## config.mk

```make
export PLATFORM = sky130hd
export DESIGN_NAME = host_gate_ctrl
export DESIGN_NICKNAME = d
export VERILOG_FILES = /design/src/rtl/host_gate_ctrl.sv
export SDC_FILE = /design/constraint.sdc
export NUM_CORES = 1
export LEC_CHECK = 0
export ABC_AREA = 0
export CAP_MARGIN = 25
export CORE_MARGIN = 2
export CORE_UTILIZATION = 30
export CTS_CLUSTER_SIZE = 14
export DETAILED_ROUTE_END_ITERATION = 16
export PLACE_DENSITY_LB_ADDON = 0.1
export REMOVE_ABC_BUFFERS = 1
export SYNTH_ARGS = -nofsm -noshare
export SYNTH_HDL_FRONTEND = slang
export SYNTH_SLANG_ARGS = --single-unit
```

## constraint.sdc

```tcl
create_clock -name clk -period 1.7 [get_ports clk]
set_input_delay 0.17 -clock clk [delete_from_list [all_inputs] [get_ports clk]]
set_output_delay 0.17 -clock clk [all_outputs]
set_load 0.03 [all_outputs]
```

## src/rtl/host_gate_ctrl.sv

```systemverilog
module host_gate_ctrl #(
  parameter int DW       = 8,
  parameter int SYNC     = 2,
  parameter int GATE_BIT = 1,
  parameter logic [DW-1:0] GATE_CMD = 8'hD1
) (
  input  logic          clk,
  input  logic          rst_n,
  input  logic          gate_en,
  input  logic          pin_dir,
  input  logic          port_dr,
  input  logic          hst_cs_n,
  input  logic          hst_wr_n,
  input  logic          hst_cmd,
  input  logic [DW-1:0] hst_data,
  output logic          gate_out,
  output logic          gate_oe
);

  logic [SYNC-1:0] wr_sh, cs_sh, cmd_sh;
  logic [DW-1:0]   dat_sh [SYNC];
  logic            wr_d, pend, gate_q;

  wire          wr_s  = wr_sh[SYNC-1];
  wire          cs_s  = cs_sh[SYNC-1];
  wire          cmd_s = cmd_sh[SYNC-1];
  wire [DW-1:0] dat_s = dat_sh[SYNC-1];
  wire          wr_rise = wr_s & ~wr_d;
  wire          hit     = wr_rise & ~cs_s & gate_en;

  always_ff @(posedge clk or negedge rst_n) begin
    if (!rst_n) begin
      wr_sh  <= '1;
      cs_sh  <= '1;
      cmd_sh <= '0;
      for (int i = 0; i < SYNC; i++) dat_sh[i] <= '0;
    end else begin
      wr_sh  <= {wr_sh[SYNC-2:0], hst_wr_n};
      cs_sh  <= {cs_sh[SYNC-2:0], hst_cs_n};
      cmd_sh <= {cmd_sh[SYNC-2:0], hst_cmd};
      dat_sh[0] <= hst_data;
      for (int i = 1; i < SYNC; i++) dat_sh[i] <= dat_sh[i-1];
    end
  end

  always_ff @(posedge clk or negedge rst_n) begin
    if (!rst_n) begin
      wr_d   <= 1'b1;
      pend   <= 1'b0;
      gate_q <= 1'b1;
    end else begin
      wr_d <= wr_s;
      if (!gate_en) begin
        pend <= 1'b0;
      end else if (hit) begin
        if (cmd_s) begin
          pend <= (dat_s == GATE_CMD);
        end else if (pend) begin
          gate_q <= dat_s[GATE_BIT];
          pend   <= 1'b0;
        end
      end
    end
  end

  assign gate_oe  = pin_dir;
  assign gate_out = gate_en ? gate_q : port_dr;

  // disabling clears the pending command
  assert_disable_clears_R3: assert property (@(posedge clk) disable iff (!rst_n)
    !gate_en |=> !pend);

  // level moves only on a completed strobe
  assert_level_only_on_strobe_R9: assert property (@(posedge clk) disable iff (!rst_n)
    !wr_rise |=> $stable(gate_q));

  // other-channel writes touch nothing
  assert_other_channel_ignored_R8: assert property (@(posedge clk) disable iff (!rst_n)
    (wr_rise && cs_s && gate_en) |=> ($stable(gate_q) && $stable(pend)));

  // a data write always consumes the pending command
  assert_data_consumes_R7: assert property (@(posedge clk) disable iff (!rst_n)
    (wr_rise && !cs_s && !cmd_s) |=> !pend);

  // armed data write loads the selected bit
  assert_armed_load_R4_R5: assert property (@(posedge clk) disable iff (!rst_n)
    (hit && !cmd_s && pend) |=> (gate_q == $past(dat_s[GATE_BIT])));

  // unarmed data write leaves level alone
  assert_unarmed_hold_R7: assert property (@(posedge clk) disable iff (!rst_n)
    (wr_rise && !cmd_s && !pend) |=> $stable(gate_q));

endmodule

```

Yosys cells after proc, flatten, opt, wreduce, memory -nomap -nowiden. Index checks and enable logic that the tools add are counted.

Bits in registers: 25. Input bits: 16. Logic and storage cells: 21. Output and inout bits: 2.

Muxes and demuxes: 4. Reduce and logical (&&, ||, !) cells: 1. Bitwise gates (word level): 6. Eq/ne operators: 2.

Operator list (count): $eq A8 B8 Y1 const B (1); $mux W1 (4); $reduce_and A4 Y1 (1); $and A1 B1 Y1 (3); $not A1 Y1 (3); $ne A2 B1 Y1 const B (1).

Longest topological paths before layout.
Word-level depth: 6. Depth in mapped cells: 3. Depth with buffers taken out: 3.

Least setup slack after synthesis. OpenSTA, ideal clock, no wires.

Kind: register to register. Start: register wr_sh[1]. End: register gate_q. Arrival time: 1.351 ns. Clock period less this slack: 1.433 ns. Cell stages (with the launch flop): 4. Data required time: 1.618 ns. Path slack: 0.267 ns. Path buffers: 0. Library setup time: 0.082 ns. Path through: dfstp_2 nor3b_2 or3b_1 mux2_4.

Cells in the longest elaborated chain, start to end: 4.

RTL lines: start: declaration (line 20) `logic [SYNC-1:0] wr_sh, cs_sh, cmd_sh;`; start signal: assignment (line 38) `wr_sh <= {wr_sh[SYNC-2:0], hst_wr_n};`; $and A1 B1 Y1 (line 28) `wire wr_rise = wr_s & ~wr_d;`; $and A1 B1 Y1 (2 in series) (line 29) `wire hit = wr_rise & ~cs_s & gate_en;`; $reduce_and A4 Y1 (no line); end signal: assignment (line 59) `gate_q <= dat_s[GATE_BIT];`; end: declaration (line 22) `logic wr_d, pend, gate_q;`.

No other way between the ends. A chain may end at the register's enable or synchronous reset.

Final worst setup path.
Start: register gate_q. End: output gate_out.

Cells in the longest elaborated chain, start to end: 1.

RTL lines: $mux W1 (line 67) `assign gate_out = gate_en ? gate_q : port_dr;`; end: declaration (line 16) `output logic gate_out,`.

No other way between the ends.

==> qor.csv <==
metric;value;unit
outcome;complete, no violations;
Worst path max stage delay;550;ps
row count;17;
CTS buffer count;3;
Mean Syn Cell Area;20.12;um2
Ys Warns;0;
Ant. Diodes;0;
final setup vio count;0;
Core Footprint;0.002255;mm2
CTS tree;done;
Netlist cell types;13;
clk_lat worst skew;290;ps
Wirelength per Cell;11.20;um
Least-Margin Pin Slew;302.8;ps
maximum vdd drop;0.4732;mV
Num Clock Sinks;25;
final hold vios;0;
internal reg-to-reg setup slack;200;ps
worst-path maximum fanout;2;
Post-Syn Area;724.4;um2
global-route wire length before repair;1587;um
Setup Skew;2.111;ps
Synth Instances;36;
crit start category;register;
Die X;53.14;um
complex-gate fraction of the synthesized area;0.8636;%
Seq/Total Area, Yosys;87.39;%
multiplexer share of the synthesized area;3.627;%
antenna violations before repair;0;
die area;0.002824;mm2
area grow syn2layout;30.05;%
power per cell area;985.1;mW/mm2
Arr. time, crit path;1370;ps
Synth area leader;dfrtp_1;
antenna viol nets, final;0;
post-synthesis xor/xnor area fraction;0;%
Slew headroom;79.89;%
area share of and/or/nand/nor cells after synthesis;7.081;%
Crit. End Element;output port;
NumNets Final;73;
largest family of logic cells by synthesized area;simple AND/OR/NAND/NOR gates;
post-route worst setup slack;161.3;ps
critical path launch point;gate_q$_DFFE_PN1P_;
PortBufs;15;
RSZ-0062 raised after global routing;false;
initial core utilization;32.13;%
top post-synthesis cells by area;dfrtp_1 66%, dfstp_2 22%, mux2_4 2.1%, nor3b_2 1.7%, mux2_2 1.6%;
crit path capture;gate_out;
WL final;941;um
CTS Hold Bufs;0;
Worst-path clk slew;120;ps
total track usage;8.065;%
vias in the first global route;379;
R2R cell count;3;
clock tree buffer depth;2;
Ports;18;
GPL Wtd Cong;0.6459;
register bit total from synthesis;25;
Via density;4.012;
highest-delay cell along the critical path;dfstp_2;
pre-CTS setup slack;-59.00;ps
final routed DRC violation total;0;
die height;53.14;um
CP cell instances;mux2_2 > dlygate4sd2_1;
Slew Limit Fails;0;
# Max-Cap Violations;0;
Reg-to-Reg End;gate_q$_DFFE_PN1P_;
Vias;337;
worst hold-check path type;in2async;
DRT iter0 DRCs;0;
largest net degree at the start of global routing;26;
Post-DP HPWL;694.6;um
CTS Root Cell;clkbuf_4;
Static Leak;0.0003958;uW
ratio of final minimum period to clock period;90.51;%
post-layout util;41.79;%
FMAX;649.9;MHz
WP data required;1530;ps
GRT overflow;0;
adder-cell share of the synthesized area;0;%
CTS H-tree depth;1;
final instance area;942.2;um2
CP Class;reg2out;
Worst R2R Start;wr_sh[1]$_DFF_PN1_;
share of the synthesized area in the top cell type;65.63;%
Post-DP Area;917.1;um2
first-pass iteration count of the detailed router;1;
share of cells above drive strength 1;25.00;%
minimum clock period after layout;1539;ps
-- metal layers --
| metal | GRT usage (%) | wire [um] | vias to the layer above |
|---|---|---|---|
| met5 | 0 | 0 | - |
| met4 | 2.564 | 0 | 0 |
| met3 | 2.542 | 64 | 0 |
| met2 | 15.42 | 508 | 13 |
| met1 | 8.163 | 368 | 165 |
| li1 | - | - | 159 |
-- through the flow --
step           hold slack (ps)  setup TNS (ps)  std cells  power [uW]
2_1_floorplan           -125.6               0         35       651.6
3_3_place_gp             331.1          -37.70         80       700.4
3_5_place_dp             334.7          -59.00         80       704.5
4_1_cts                  219.8               0         84       948.6
5_1_grt                  215.8               0         84       978.9
6_report                 219.2               0         84       928.1
-- synth_stat cells, drive strengths merged --
cell   instances
nor4b          1
nor3b          1
nand3          1
nand2          1
mux2           2
buf            1
dfrtp         19
dfstp          6
o22ai          1
nor2b          1
nand4          1
or3b           1
-- cell families (layout without fill, tap and decap cells) --
family,after synthesis,in the layout
AOI/OAI and AO/OA,1,1
and+or+nand+nor,7,7
buffers and inverters,1,21
DFF,25,25
muxes,2,2
-- how the worst min path moves through the flow --
stage / startpoint / endpoint / slack (ps)
after floorplan: rst_n / cmd_sh[0]$_DFF_PN0_ / -130
after global placement: dat_sh[12]$_DFF_PN0_ / dat_s[4]$_DFF_PN0_ / 330
after detailed placement: dat_sh[10]$_DFF_PN0_ / dat_s[2]$_DFF_PN0_ / 330
after CTS: rst_n / pend$_DFFE_PN0P_ / 220
after global routing: rst_n / pend$_DFFE_PN0P_ / 220
final: rst_n / cmd_sh[0]$_DFF_PN0_ / 220
-- cell type report --
cell class / count / area (um2)
sequential: 25 / 633.1
clock buffer: 4 / 26.28
fill: 236 / 1313
multi-input combinational: 10 / 83.83
tap: 28 / 35.03
timing repair buffer: 17 / 163.9
-- state kept, by name, indices dropped and copies added (netlist names) --
signal,cells
wr_sh,2
dat_sh,8
cs_sh,2
cmd_sh,2
pend,1
wr_d,1
dat_s,8
gate_q,1
-- critical path: cells and delay by family, from the launching register on --
family                 cells  cell delay (ps)
DFF                        1              550
buffers and inverters      1              390
muxes                      1              130
-- repair_timing --
| item | CTS | global route |
|---|---|---|
| resized for setup | 1 | 0 |
| setup buffers | 0 | 0 |
| endpoints found under the setup margin | 1 | 0 |
-- cells in the final DEF (no fill, tap or decap), types with 2 or more instances in the layout --
master / instances
dfstp_2: 6
dfrtp_1: 19
buf_4: 2
clkbuf_4: 3
clkdlybuf4s50_1: 14
-- power breakdown --
part	leakage [uW]	switching (uW)	internal [uW]	total, uW
logic	0.0000942	19.8	35.7	55.5
clock network	0.0000150	146	91.2	238
registers	0.000287	8.25	627	635
(Power assumes the default switching activity.)
